===== src/rtl/ppq_pkg.sv =====
package ppq_pkg;
  // Strobes passed from control to datapath each cycle
  typedef struct packed {
    logic tick;    // pacing instant
    logic push;    // accept the offered word
    logic pop;     // move the oldest word to the pins
    logic sample;  // capture the input pins
  } ppqStrobe_t;
endpackage


===== src/rtl/ppq_ctrl.sv =====
module ppq_ctrl
  import ppq_pkg::*;
#(
  parameter int DEPTH = 4,
  parameter int DIV_W = 8,
  localparam int OCC_W = $clog2(DEPTH + 1)
) (
  input  logic             clk,
  input  logic             rstN,
  input  logic [DIV_W-1:0] divCount,
  input  logic             wrValid,
  input  logic             paceRdEn,
  output logic             wrReady,
  output logic [OCC_W-1:0] occ,
  output ppqStrobe_t       strobe
);
  localparam logic [OCC_W-1:0] FULL_LVL = OCC_W'(DEPTH);

  logic [DIV_W-1:0] cnt;
  logic             tick;
  logic             push;
  logic             pop;

  // Tick generator: counts down and reloads on zero
  assign tick = (cnt == '0);

  always_ff @(posedge clk) begin
    if (!rstN) begin
      cnt <= divCount;
    end else if (tick) begin
      cnt <= divCount;
    end else begin
      cnt <= cnt - 1'b1;
    end
  end

  // Occupancy and handshake
  assign wrReady = (occ < FULL_LVL);
  assign push    = wrValid && wrReady;
  assign pop     = tick && (occ != '0);

  always_ff @(posedge clk) begin
    if (!rstN) begin
      occ <= '0;
    end else begin
      unique case ({push, pop})
        2'b10:   occ <= occ + 1'b1;
        2'b01:   occ <= occ - 1'b1;
        default: occ <= occ;
      endcase
    end
  end

  always_comb begin
    strobe.tick   = tick;
    strobe.push   = push;
    strobe.pop    = pop;
    strobe.sample = tick && paceRdEn;
  end
endmodule


===== src/rtl/ppq_datapath.sv =====
module ppq_datapath
  import ppq_pkg::*;
#(
  parameter int              DEPTH      = 4,
  parameter int              PIN_W      = 32,
  parameter logic [PIN_W-1:0] RESET_PINS = '0,
  localparam int PTR_W = (DEPTH > 1) ? $clog2(DEPTH) : 1
) (
  input  logic             clk,
  input  logic             rstN,
  input  ppqStrobe_t       strobe,
  input  logic [PIN_W-1:0] wrData,
  input  logic [PIN_W-1:0] pinIn,
  output logic [PIN_W-1:0] pinOut,
  output logic [PIN_W-1:0] immRdData,
  output logic             pacedRdValid,
  output logic [PIN_W-1:0] pacedRdData
);
  logic [PTR_W-1:0] wrPtr;
  logic [PTR_W-1:0] rdPtr;
  logic [PIN_W-1:0] slotWord [DEPTH];
  logic [PIN_W-1:0] headWord;

  function automatic logic [PTR_W-1:0] bumpPtr(input logic [PTR_W-1:0] p);
    if (p == PTR_W'(DEPTH - 1)) return '0;
    return p + 1'b1;
  endfunction

  // Ring pointers
  always_ff @(posedge clk) begin
    if (!rstN) begin
      wrPtr <= '0;
      rdPtr <= '0;
    end else begin
      if (strobe.push) wrPtr <= bumpPtr(wrPtr);
      if (strobe.pop)  rdPtr <= bumpPtr(rdPtr);
    end
  end

  // One register per slot, each with its own write enable
  for (genvar g = 0; g < DEPTH; g++) begin : gSlot
    logic [PIN_W-1:0] slotQ;
    always_ff @(posedge clk) begin
      if (!rstN) begin
        slotQ <= '0;
      end else if (strobe.push && (wrPtr == PTR_W'(g))) begin
        slotQ <= wrData;
      end
    end
    assign slotWord[g] = slotQ;
  end

  assign headWord = slotWord[rdPtr];

  // Output pins: all bits updated on the same edge
  always_ff @(posedge clk) begin
    if (!rstN) begin
      pinOut <= RESET_PINS;
    end else if (strobe.pop) begin
      pinOut <= headWord;
    end
  end

  // Read paths
  assign immRdData = pinIn;

  always_ff @(posedge clk) begin
    if (!rstN) begin
      pacedRdValid <= 1'b0;
      pacedRdData  <= '0;
    end else begin
      pacedRdValid <= strobe.sample;
      if (strobe.sample) pacedRdData <= pinIn;
    end
  end
endmodule


===== src/rtl/paced_pin_queue.sv =====
module paced_pin_queue
  import ppq_pkg::*;
#(
  parameter int               PIN_W      = 32,
  parameter int               DEPTH      = 4,
  parameter int               DIV_W      = 8,
  parameter logic [PIN_W-1:0] RESET_PINS = '0
) (
  input  logic             clk,
  input  logic             rstN,
  input  logic [DIV_W-1:0] divCount,
  input  logic             wrValid,
  input  logic [PIN_W-1:0] wrData,
  output logic             wrReady,
  output logic [PIN_W-1:0] pinOut,
  input  logic [PIN_W-1:0] pinIn,
  output logic [PIN_W-1:0] immRdData,
  input  logic             paceRdEn,
  output logic             pacedRdValid,
  output logic [PIN_W-1:0] pacedRdData
);
  localparam int OCC_W = $clog2(DEPTH + 1);

  ppqStrobe_t       strobe;
  logic [OCC_W-1:0] occ;

  ppq_ctrl #(
    .DEPTH(DEPTH),
    .DIV_W(DIV_W)
  ) ctrl_i (
    .clk      (clk),
    .rstN     (rstN),
    .divCount (divCount),
    .wrValid  (wrValid),
    .paceRdEn (paceRdEn),
    .wrReady  (wrReady),
    .occ      (occ),
    .strobe   (strobe)
  );

  ppq_datapath #(
    .DEPTH     (DEPTH),
    .PIN_W     (PIN_W),
    .RESET_PINS(RESET_PINS)
  ) dp_i (
    .clk          (clk),
    .rstN         (rstN),
    .strobe       (strobe),
    .wrData       (wrData),
    .pinIn        (pinIn),
    .pinOut       (pinOut),
    .immRdData    (immRdData),
    .pacedRdValid (pacedRdValid),
    .pacedRdData  (pacedRdData)
  );
endmodule


===== config.mk =====
export PLATFORM = sky130hd
export DESIGN_NAME = paced_pin_queue
export DESIGN_NICKNAME = d
export VERILOG_FILES = /design/src/rtl/ppq_pkg.sv /design/src/rtl/ppq_ctrl.sv /design/src/rtl/ppq_datapath.sv /design/src/rtl/paced_pin_queue.sv
export SDC_FILE = /design/constraint.sdc
export NUM_CORES = 1
export LEC_CHECK = 0
export CORE_ASPECT_RATIO = 1.4
export CORE_MARGIN = 10
export CORE_UTILIZATION = 35
export CTS_BUF_LIST = sky130_fd_sc_hd__clkbuf_4 sky130_fd_sc_hd__clkbuf_8
export CTS_CLUSTER_SIZE = 30
export DETAILED_ROUTE_END_ITERATION = 12
export REMOVE_ABC_BUFFERS = 1
export SKIP_LAST_GASP = 1
export SLEW_MARGIN = 20
export SYNTH_ARGS = -nofsm -noshare
export SYNTH_HDL_FRONTEND = slang
export SYNTH_SLANG_ARGS = --single-unit
export TNS_END_PERCENT = 5

===== constraint.sdc =====
create_clock -name clk -period 6.9 [get_ports clk]
set_input_delay 0.69 -clock clk [delete_from_list [all_inputs] [get_ports clk]]
set_output_delay 0.69 -clock clk [all_outputs]
set_load 0.05 [all_outputs]

Yosys cells after proc, flatten, opt, wreduce, memory -nomap -nowiden
Cells that the tools add are included.
{ "classes": {"order_cmp": 2, "muxes": 16, "n_bitwise": 1, "eq_ne": 6, "n_reduce_logical": 11, "addsub": 5} }
{ "op_table": {"columns": ["op", "n"], "rows": [
  ["binary-select mux 32 bit (select 2 bit)", 1],
  ["2-to-1 mux 32 bit", 2],
  ["2-to-1 mux 8 bit", 2],
  ["== test 2 bit (second input constant)", 4],
  ["zero test 8 bit", 1],
  ["2-to-1 mux 2 bit", 4],
  ["subtractor 8 x 1 -> 8 bit (second input constant)", 1],
  ["logical AND 1 bit", 7],
  ["2-to-1 mux 1 bit", 6],
  ["case mux 3 bit (2 select lines)", 1],
  ["adder 2 x 1 -> 2 bit (second input constant)", 2],
  ["== test 2 x 1 -> 1 bit (second input constant)", 2],
  ["adder 3 x 1 -> 3 bit (second input constant)", 1],
  [">= comparator 3 bit (second input constant)", 1],
  ["less-than comparator 3 bit (second input constant)", 1],
  ["inverter 2 -> 3 bit", 1],
  ["nonzero test 3 bit", 1],
  ["subtractor 3 x 1 -> 3 bit (second input constant)", 1],
  ["zero test 2 bit", 1],
  ["nonzero test 2 bit", 1]
]} }
{ "totals": {"wordCells": 52, "inputBits": 76, "regBits": 208, "out_inout_bits": 98} }

Logic depth before layout (Yosys ltp)
Gate-level depths: netlist (run 1).
{ "logic_depth": {"ltp_word": 5, "ltp_mapped": 11, "mapped_depth_nobuf": 11} }

Cells and area by module
Synthesis (run 1) repeated with hierarchy kept, for this count alone.
{ "unflattened": {"hier_cells": 1007, "hier_area_um2": 9776.9} }
{ "by_module_without_submodules": {"columns": ["module", "area_each_um2", "seq_area_each_um2", "cells_per_inst", "n_inst"], "rows": [
  ["ppq_datapath", 9075.0, 3943.8, 927, 1],
  ["ppq_ctrl", 701.9, 220.2, 80, 1]
]} }

Least setup slack after synthesis (run 1)
No wires, ideal clock.
{ "synth_timing": {"path_type": "register to register", "startpoint": "register ctrl_i.cnt[0]", "endpoint": "register ctrl_i.occ[2]", "t_required_ns": 6.824, "period_less_slack_ns": 2.461, "arrival_ns": 2.386, "setup_ns": 0.076, "n_path_buf": 0, "path_stages_with_launch": 12, "path_slack_ns": 4.439, "cell_sequence": "dfxtp_1 > inv_1 > ha_1 > nor4b_1 > nand2_1 > nor2_1 > ha_1 > inv_1 > fa_1 > xor2_1 > or3_1 > a21boi_0"} }
{ "synth_between": {"elab_chain_cells": 4, "word_cells_on_any_way": 6, "cone_classes": "2 x eq/ne; 1 x mux; 3 x reduce/logical"} }
{ "synth_rtl": {"columns": ["element", "line_no", "rtl"], "rows": [
  ["start: declaration", "ppq_ctrl.sv:19", "logic [DIV_W-1:0] cnt;"],
  ["start signal: assignment", "ppq_ctrl.sv:29", "cnt <= divCount;"],
  ["start signal: assignment", "ppq_ctrl.sv:31", "cnt <= divCount;"],
  ["start signal: assignment", "ppq_ctrl.sv:33", "cnt <= cnt - 1'b1;"],
  ["zero test 8 bit *", "ppq_ctrl.sv:25", "assign tick = (cnt == '0);"],
  ["logical AND 1 bit *", "ppq_ctrl.sv:40", "assign pop = tick && (occ != '0);"],
  ["net ctrl_i.pop", "ppq_ctrl.sv:22", "logic pop;"],
  ["== test 2 x 1 -> 1 bit or == test 2 bit (tied branches)", "ppq_ctrl.sv:46", "unique case ({push, pop})"],
  ["case mux 3 bit (2 select lines) or nonzero test 2 bit (tied branches)", null, null],
  ["end signal: assignment", "ppq_ctrl.sv:47", "2'b10: occ <= occ + 1'b1;"],
  ["end signal: assignment", "ppq_ctrl.sv:48", "2'b01: occ <= occ - 1'b1;"],
  ["end: declaration", "ppq_ctrl.sv:14", "output logic [OCC_W-1:0] occ,"]
]} }
The timed path passes the listed nets; every way through them passes the cells marked *.
A chain may end at the register's enable or synchronous reset.

Worst setup path after layout (run 1)
{ "layout_timing": {"startpoint": "register ctrl_i.cnt[0]", "endpoint": "register dp_i.rdPtr[0]"} }
{ "layout_between": {"elab_chain_cells": 2} }
{ "layout_rtl": {"columns": ["element", "line_no", "rtl"], "rows": [
  ["zero test 8 bit", "ppq_ctrl.sv:25", null],
  ["logical AND 1 bit", "ppq_ctrl.sv:40", null],
  ["end signal: assignment", "ppq_datapath.sv:36", "if (strobe.pop) rdPtr <= bumpPtr(rdPtr);"],
  ["end: declaration", "ppq_datapath.sv:20", "logic [PTR_W-1:0] rdPtr;"]
]} }
No other way between the ends.

==> flow_summary.toml, run 1 <==
[finish]
final_core_util = 0.4533
fillers = 2442
nets = 1209
drive_gt1_frac = 0.09615
syn_to_final_growth_pct = 26.84
diodes = 0

[critical_path]
critPathMaxFanout = 35
cp.required_ps = 7350
reg2reg_slack_ps = 3990
reg2regPathDepth = 6
endpoint_kind = "register"
crit_path_end = "dp_i.rdPtr[0]$_SDFFE_PN0P_"
rr_endpoint = "dp_i.rdPtr[0]$_SDFFE_PN0P_"
cp-startpoint = "ctrl_i.cnt[0]$_DFF_P_"
r2r_start = "ctrl_i.cnt[0]$_DFF_P_"
cp_data_arrival_time_ps = 3360
startpoint_type = "register"
criticalPathCategory = "register to register"

[yosys]
yosysWarnings = 0
synth_cells = 1020
async_reset_ff_frac = 0
synthFlopType = "dfxtp_1"
synth_edf_count = 0
ys_types = 35
yosysSeqAreaShare = 0.4707
syn_area_per_cell_um2 = 8.674
ys_ff_latch = 208
synthesis.area_um2 = 8847

[timing]
max-slew-margin-rel = 0.3438
worst_pin_slew_ps = 984.3
min_period_ps = 2910
max_freq_mhz = 343.7
hold_violations = 0
timing.hold.ws_ps = 444.4
setup_viol = 0
skew_ps = 13.13
worst_slack_ps = 3990
slew_viol_final = 0
post-route-period-util = 0.4217
setup_tns_ps = 0
grt_setup_unrepaired = "no"

[clock_network]
clock-sinks = 208
clkLatencyLatePin_ps = 520
clk_pin_slew_ps = 60
clockBufferDepth = 3
cts_setup_buffers = 0
root_buffer = "clkbuf_8"
htree_levels = 2
ctsHoldBuffers = 0
post_cts_resize_count = 0
cts_tree = "built"
cts_buffers = 35

[routing]
drt_iter0_markers = 286
top_layer = "met4"
wl_met2_um = 11490
finalWirelength_um = 23560
vias_per_cell = 4.805
wl_per_cell_um = 16.15
antenna_left = 0
drt_pass1_iterations = 4
dr_total_vias = 7011
met1_length_um = 9410
drc = 0
met3_length_um = 2167

[floorplan]
chipHeight_um = 208.1
die_x_um = 154.4
row_count = 68
coreArea_um2 = 24760
initial_core_util = 0.3573
io_pins = 174
die_area_um2 = 32130

[power_and_ir_drop]
vdd_drop_max_mv = 0.1561
power.density_nw_per_um2 = 234.7
p_leak_uw = 0.003918
power_uw = 2634

[global_routing]
grt_overflow = 0
antenna_found_initial = 1
grt_pass1_vias = 7194
grt.total_usage = 0.1433
grt_pass1_wl_um = 38230
grt_start_max_net_pins = 121

[flow_run]
drv_cap = 0

[placed_design]
gp_congestion = 0.7469
port_buffers = 173
hpwl_um = 14760
place_ws_ps = 3880

[hold_path]
worst_hold_path_type = "register to register"

[status]
status = "completed"
stage by stage:
stage / cells / area, µm²
after CTS: 1459 / 11220
after global placement: 1403 / 10510
after detailed placement: 1403 / 10510
after floorplan: 909 / 8305
final: 1459 / 11220
after global routing: 1459 / 11220
cells in the mapped netlist (2+ instances only):
library cell  instances  area, µm²
nand2_1             368       1381
and2_1                7      43.79
buf_2                 4      20.02
or3_1                 2      12.51
xor2_1                2      17.52
nor2_1                8      30.03
buf_4                32      240.2
ha_1                  7      87.58
mux4_2               32      720.7
buf_1                 6      22.52
a21boi_0            158       1186
nor2b_1               2      12.51
o21ai_0              10      50.05
clkbuf_1             69      259.0
nor3_1                5      25.02
a21boi_1              6      45.04
a21oi_1               3      15.01
xnor2_1               3      26.28
dfxtp_1             208       4164
nand3_1              65      325.3
inv_1                 9      33.78
critical path, stage by stage, from the launching register on:
cell	delay (ps)
dfxtp_1	330
inv_1	60
ha_1	230
or4b_4	530
or4_2	1090
or3_1	450
a21boi_1	130
kinds of logic after synthesis:
group / share of synthesized area
AO/OA/AOI/OAI: 0.1502
XOR/XNOR: 0.004951
adder cells (fa/ha/maj): 0.01216
buffers and inverters: 0.06505
flip-flops: 0.4707
multiplexers: 0.08146
AND/OR/NAND/NOR: 0.2155
cells in the final DEF, fill, tap and decap left out, types with 2 or more instances in the layout:
master / instances
clkdlybuf4s50_1: 172
nor2_1: 8
inv_1: 9
clkbuf_4: 5
xor2_1: 2
mux4_2: 32
clkinvlp_4: 3
and2_1: 3
nand2_2: 4
dfxtp_1: 206
a21oi_1: 3
o21ai_0: 10
a21boi_1: 6
buf_4: 6
dfxtp_2: 2
nand2_1: 364
xnor2_1: 3
a21boi_0: 158
nor2b_1: 2
ha_1: 7
nand3_1: 65
and2_2: 4
clkbuf_8: 47
or3_1: 2
nor3_1: 5
registers in the layout, summed over array words and instances, names as in the netlist:
register / flops
ctrl_i.cnt: 8
ctrl_i.occ: 3
dp_i.gSlot.slotQ: 128
dp_i.pacedRdData: 32
dp_i.pacedRdValid: 1
dp_i.pinOut: 32
dp_i.rdPtr: 2
dp_i.wrPtr: 2
metal layers:
layer | vias to the layer above | track usage
li1 | 3556 | -
met1 | 3227 | 0.1564
met2 | 194 | 0.2451
met3 | 34 | 0.06068
met4 | 0 | 0.04396
met5 | - | 0
how the worst min path moves through the flow:
stage | startpoint | end | slack (ps) | cells after the start
6_report | dp_i.pacedRdData[4]$_SDFFE_PN0P_ | dp_i.pacedRdData[4]$_SDFFE_PN0P_ | 440 | 2
3_5_place_dp | dp_i.pacedRdData[6]$_SDFFE_PN0P_ | dp_i.pacedRdData[6]$_SDFFE_PN0P_ | 440 | 2
2_1_floorplan | dp_i.gSlot[1].slotQ[10]$_SDFFE_PN0P_ | dp_i.gSlot[1].slotQ[10]$_SDFFE_PN0P_ | 440 | 2
5_1_grt | dp_i.pinOut[29]$_SDFFE_PN0P_ | dp_i.pinOut[29]$_SDFFE_PN0P_ | 460 | 2
3_3_place_gp | dp_i.pacedRdData[12]$_SDFFE_PN0P_ | dp_i.pacedRdData[12]$_SDFFE_PN0P_ | 430 | 2
4_1_cts | dp_i.pacedRdData[6]$_SDFFE_PN0P_ | dp_i.pacedRdData[6]$_SDFFE_PN0P_ | 450 | 2
power breakdown:
part           switching (µW)  leakage [µW]  internal (µW)
sequential               23.5       0.00169           1240
combinational             149       0.00187            115
clock                     480      0.000365            630
layout make-up:
cell class | instances | area, µm² | area share
Clock buffer | 52 | 684.4 | 0.06099
Clock inverter | 4 | 27.53 | 0.002453
Inverter | 9 | 33.78 | 0.003010
Multi-Input combinational cell | 692 | 4138 | 0.3687
Sequential cell | 208 | 4167 | 0.3713
Tap cell | 315 | 394.1 | 0.03512
Timing Repair Buffer | 179 | 1778 | 0.1584
Note: power is estimated with default switching activity, not from simulation.
==> run 2, diff against run 1 <==
==> constraint.sdc (replaced) <==
create_clock -name clk -period 2.4 [get_ports clk]
set_input_delay 0.24 -clock clk [delete_from_list [all_inputs] [get_ports clk]]
set_output_delay 0.24 -clock clk [all_outputs]
set_load 0.05 [all_outputs]
==> flow_summary.toml, run 2 (synthesized netlist as in run 1, its figures left out) <==
[critical_path]
cpPeakStageDelay_ps = 700
cp_slowest_cell = "or4_2"
startpoint_type = "register"
critPathTopFamily = "simple AND/OR/NAND/NOR gates"
criticalPathCategory = "register to register"
critPathMaxFanout = 20
crit_chain = "inv_1 -> ha_4 -> or4b_4 -> or4_2 -> buf_4 -> nand2_1 -> a21boi_0"
cp.required_ps = 2790
cp_data_arrival_time_ps = 2680
cp.buffers_inverters = 2
endpoint_kind = "register"

[power_and_ir_drop]
p_sw_uw = 1911
pwr-share-seq = 0.470
p_leak_uw = 0.004101
p_int_uw = 5799
vdd_drop_max_mv = 0.3527
switching_share = 0.2479
p_comb_frac = 0.109
clockPowerShare = 0.421
power.density_nw_per_um2 = 663.8

[placed_design]
dp_cells = 1427
hpwl_um = 15690
gp_congestion = 0.7873
place_ws_ps = -101.3
port_buffers = 173

[timing]
max-slew-margin-rel = 0.5839
worst_pin_slew_ps = 624.2
slew_viol_final = 0
setup_tns_ps = 0
setup_viol = 0
skew_ps = 17.59
post-route-period-util = 0.9532
max_freq_mhz = 437.1
grt_setup_unrepaired = "yes"
hold_violations = 0
min_period_ps = 2288
worst_slack_ps = 112.4

[clock_network]
cts_buffers = 35
htree_levels = 2
clock-sinks = 208
ctsHoldBuffers = 0
clockBufferDepth = 3
clk_pin_slew_ps = 60
root_buffer = "clkbuf_8"
clkLatencyLatePin_ps = 520
cts_tree = "built"

[routing]
finalWirelength_um = 24240
drt_pass1_iterations = 7
vias_per_cell = 4.840
wl_per_cell_um = 16.27
dr_total_vias = 7212
drc = 0
antenna_left = 0
drt_iter0_markers = 305

[finish]
regMostFlops = "dp_i.gSlot.slotQ"
nets = 1234
syn_to_final_growth_pct = 31.28
reg_top3 = "dp_i.gSlot.slotQ: 128 flops, dp_i.pacedRdData: 32 flops, dp_i.pinOut: 32 flops"
instances_no_fill = 1490
final_cell_mix = "363 x nand2_1, 206 x dfxtp_1, 172 x clkdlybuf4s50_1"
final_common_cell = "nand2_1"
drive_gt1_frac = 0.1235
largest_reg_flops = 128

[global_routing]
grt_pass1_vias = 7306
grt_overflow = 0
grt_pass1_wl_um = 39310
grt_start_max_net_pins = 86
grt.total_usage = 0.1477
antenna_found_initial = 1

[floorplan]
initial_core_util = 0.3573
die_area_um2 = 32130
die_x_um = 154.4
coreArea_um2 = 24760
chipHeight_um = 208.1
io_pins = 174
row_count = 68

[hold_path]
worst_hold_path_type = "input port to register"

[status]
status = "completed"

[flow_run]
drv_cap = 0
[run 2: final timing paths]
kind / cells after the start / start / end / slack [ps]
max: 7 / ctrl_i.cnt[1]$_DFF_P_ / dp_i.pinOut[8]$_SDFFE_PN0P_ / 110
min: 3 / rstN / dp_i.pacedRdData[1]$_SDFFE_PN0P_ / 240
max reg2reg: 7 / ctrl_i.cnt[1]$_DFF_P_ / dp_i.pinOut[8]$_SDFFE_PN0P_ / 110
min reg2reg: 2 / dp_i.pacedRdData[23]$_SDFFE_PN0P_ / dp_i.pacedRdData[23]$_SDFFE_PN0P_ / 450
[run 2: cell type report]
| type | instances | area, µm² |
|---|---|---|
| multi-input combinational | 692 | 4168 |
| fill | 2391 | 13140 |
| antenna | 1 | 2.502 |
| sequential | 208 | 4167 |
| timing repair buffer | 204 | 2128 |
| clock buffer | 56 | 664.4 |
| clock inverter | 5 | 57.56 |
| inverter | 9 | 33.78 |
| tap | 315 | 394.1 |
[run 2: what timing repair did]
action | in CTS | in global routing
setup endpoints to repair | 1 | 19
pin swaps | 0 | 2
buffers inserted | 0 | 1
gates resized for setup | 3 | 6
[run 2: worst reg2reg max path, delay by kind of cell, from the launching register on]
kind	cells	cell delay [ps]
AND/OR/NAND/NOR	3	1300
AO/OA/AOI/OAI	1	70
flip-flops	1	310
adder cells (fa/ha/maj)	1	150
buffers and inverters	2	330
[run 2: metrics by stage]
| stage | hold WS (ps) | util | instance area (µm²) | total power [µW] |
|---|---|---|---|---|
| global route | 239.5 | 0.4690 | 11610 | 8057 |
| global placement | 434.7 | 0.4381 | 10850 | 4522 |
| detailed placement | 441.6 | 0.4381 | 10850 | 4528 |
| floorplan | 331.3 | - | 8305 | 3975 |
| finish | 243.2 | 0.4691 | 11610 | 7710 |
| CTS | 213.9 | 0.4680 | 11590 | 7825 |
[run 2: power groups by stage]
stage	clock network [µW]	logic [µW]	registers (µW)
2_1_floorplan	0	286	3690
3_3_place_gp	0	834	3690
3_5_place_dp	0	836	3690
4_1_cts	3360	845	3620
5_1_grt	3510	916	3630
6_report	3250	839	3620
[run 2: layer usage]
layer  part of all wire  up-vias  GRT usage
met5                  0        -          0
met4              0.020        0    0.04591
met3              0.094       43    0.06419
met2               0.49      203     0.2529
met1               0.40     3338     0.1598
li1                   -     3628          -
==> run 3, diff against run 2 <==
--- a/config.mk
+++ b/config.mk
@@ -11,9 +11,10 @@
 export CTS_BUF_LIST = sky130_fd_sc_hd__clkbuf_4 sky130_fd_sc_hd__clkbuf_8
 export CTS_CLUSTER_SIZE = 30
 export DETAILED_ROUTE_END_ITERATION = 12
+export PLACE_DENSITY = 0.61
 export REMOVE_ABC_BUFFERS = 1
 export SKIP_LAST_GASP = 1
-export SLEW_MARGIN = 20
+export SLEW_MARGIN = 40
 export SYNTH_ARGS = -nofsm -noshare
 export SYNTH_HDL_FRONTEND = slang
 export SYNTH_SLANG_ARGS = --single-unit
==> flow_summary.toml, run 3 (synthesized netlist as in run 1, its figures left out) <==
[hold_path]
min_path_cells = 2
hold_start = "rstN"
hold_path_end = "ctrl_i.cnt[7]$_DFF_P_"
worst_hold_path_type = "input port to register"

[global_routing]
grt.total_usage = 0.1484
grt_start_max_net_pins = 81
antenna_found_initial = 2
grt_pass1_wl_um = 39560
grt_pass1_vias = 7530
grt_overflow = 0

[routing]
finalWirelength_um = 24700
drc = 0
dr_total_vias = 7247
drt_iter0_markers = 265
drt_pass1_iterations = 6
vias_per_cell = 4.828
antenna_left = 0
wl_per_cell_um = 16.46

[finish]
reg_top3 = "dp_i.gSlot.slotQ: 128 flops, dp_i.pacedRdData: 32 flops, dp_i.pinOut: 32 flops"
instances_no_fill = 1501
final_common_cell = "nand2_1"
drive_gt1_frac = 0.1283
final_core_util = 0.4670
regArea_um2 = 4167
regMostFlops = "dp_i.gSlot.slotQ"
nets = 1244
multiInputGateArea_um2 = 4153
largest_reg_flops = 128
syn_to_final_growth_pct = 30.67
final_cell_area_um2 = 11560
fillers = 2399
final_cell_mix = "364 x nand2_1, 206 x dfxtp_1, 172 x clkdlybuf4s50_1"

[floorplan]
die_x_um = 154.4
chipHeight_um = 208.1
coreArea_um2 = 24760
die_area_um2 = 32130
initial_core_util = 0.3573
io_pins = 174
row_count = 68

[power_and_ir_drop]
p_leak_uw = 0.004135
vdd_drop_max_mv = 0.4463
power.density_nw_per_um2 = 669.5

[clock_network]
clockBufferDepth = 3
cts_tree = "built"
htree_levels = 2
cts_setup_buffers = 0
clk_pin_slew_ps = 70
clock-sinks = 208
clkLatencyLatePin_ps = 530
root_buffer = "clkbuf_8"
cts_buffers = 35

[critical_path]
critPathMaxFanout = 4
r2r_start = "ctrl_i.cnt[1]$_DFF_P_"
crit_chain = "inv_1 -> ha_2 -> nor4b_4 -> nand2_1 -> nor2_1 -> ha_1 -> inv_1 -> fa_1 -> xor2_1 -> or3_1 -> a21boi_0"
cpPeakStageDelay_ps = 360
rr_endpoint = "ctrl_i.occ[2]$_SDFFE_PN0P_"
criticalPathCategory = "register to register"
cp.required_ps = 2840
reg2regPathDepth = 11
cp_slowest_cell = "fa_1"
endpoint_kind = "register"
crit_top_cell = "inv_1"
cp_data_arrival_time_ps = 2730
reg2reg_slack_ps = 110
startpoint_type = "register"

[timing]
max_freq_mhz = 436.1
slew_viol_final = 0
grt_setup_unrepaired = "yes"
worst_pin_slew_ps = 652.2
min_period_ps = 2293
max-slew-margin-rel = 0.5639
setup_viol = 0
skew_ps = 20.34
post-route-period-util = 0.9555
hold_violations = 0
timing.hold.ws_ps = 165.4

[flow_run]
drv_cap = 0

[placed_design]
dp_cells = 1438
gp_congestion = 0.7324
port_buffers = 173
place_area_um2 = 10790
hpwl_um = 16240

[status]
status = "completed"
-- run 3: worst max-delay path: cells and delay by family (launching register included) --
kind | cells | cell delay (ps)
AOI/OAI and AO/OA | 1 | 160
xor gates and xnor gates | 1 | 150
adders and majority gates | 3 | 720
buffers and inverters | 2 | 110
DFF | 1 | 320
and+or+nand+nor | 4 | 740
-- run 3: power breakdown --
group	internal [µW]	leakage, µW	total, µW	switching [µW]
clock	1880	0.000400	3290	1420
combinational	371	0.00205	825	454
sequential	3560	0.00169	3620	64.5
-- run 3: worst max path at each step --
stage | start | end | slack (ps) | cells past startpoint
2_1_floorplan | ctrl_i.cnt[0]$_DFF_P_ | dp_i.rdPtr[1]$_SDFFE_PN0P_ | -420 | 6
3_3_place_gp | ctrl_i.cnt[1]$_DFF_P_ | ctrl_i.occ[2]$_SDFFE_PN0P_ | 40 | 11
3_5_place_dp | ctrl_i.cnt[1]$_DFF_P_ | ctrl_i.occ[2]$_SDFFE_PN0P_ | -50 | 11
4_1_cts | ctrl_i.cnt[1]$_DFF_P_ | dp_i.pinOut[15]$_SDFFE_PN0P_ | 8 | 7
5_1_grt | ctrl_i.cnt[1]$_DFF_P_ | ctrl_i.occ[2]$_SDFFE_PN0P_ | -50 | 11
6_report | ctrl_i.cnt[1]$_DFF_P_ | ctrl_i.occ[2]$_SDFFE_PN0P_ | 110 | 11
-- run 3: what timing repair did --
item / in CTS / in global routing
resized for setup: 1 / 4
hold buffers: 0 / 0
endpoints found under the setup margin: 1 / 25
cloned: 0 / 0
-- run 3: layout make-up --
class / instances / share of cell area
multi-input combinational: 692 / 0.3592
tap: 315 / 0.03409
clock buffer: 57 / 0.06136
antenna: 1 / 0.0002164
clock inverter: 5 / 0.002814
timing repair buffer: 214 / 0.1790
sequential: 208 / 0.3604
inverter: 9 / 0.002922
-- run 3: per-stage QoR --
stage | setup slack (ps) | TNS (ps) | total power [µW]
2_1_floorplan | -423.6 | -13840 | 3975
3_3_place_gp | 43.76 | 0 | 4510
3_5_place_dp | -54.20 | -54.20 | 4518
4_1_cts | 8.330 | 0 | 7833
5_1_grt | -51.23 | -51.23 | 8066
6_report | 106.9 | 0 | 7740
-- run 3: layer usage --
layer / share of wire / up-vias / GRT usage
met1: 0.41 / 3355 / 0.1633
met4: 0.019 / 2 / 0.04396
met3: 0.088 / 41 / 0.06192
met5: 0.00053 / - / 0
li1: - / 3636 / -
met2: 0.49 / 213 / 0.2537
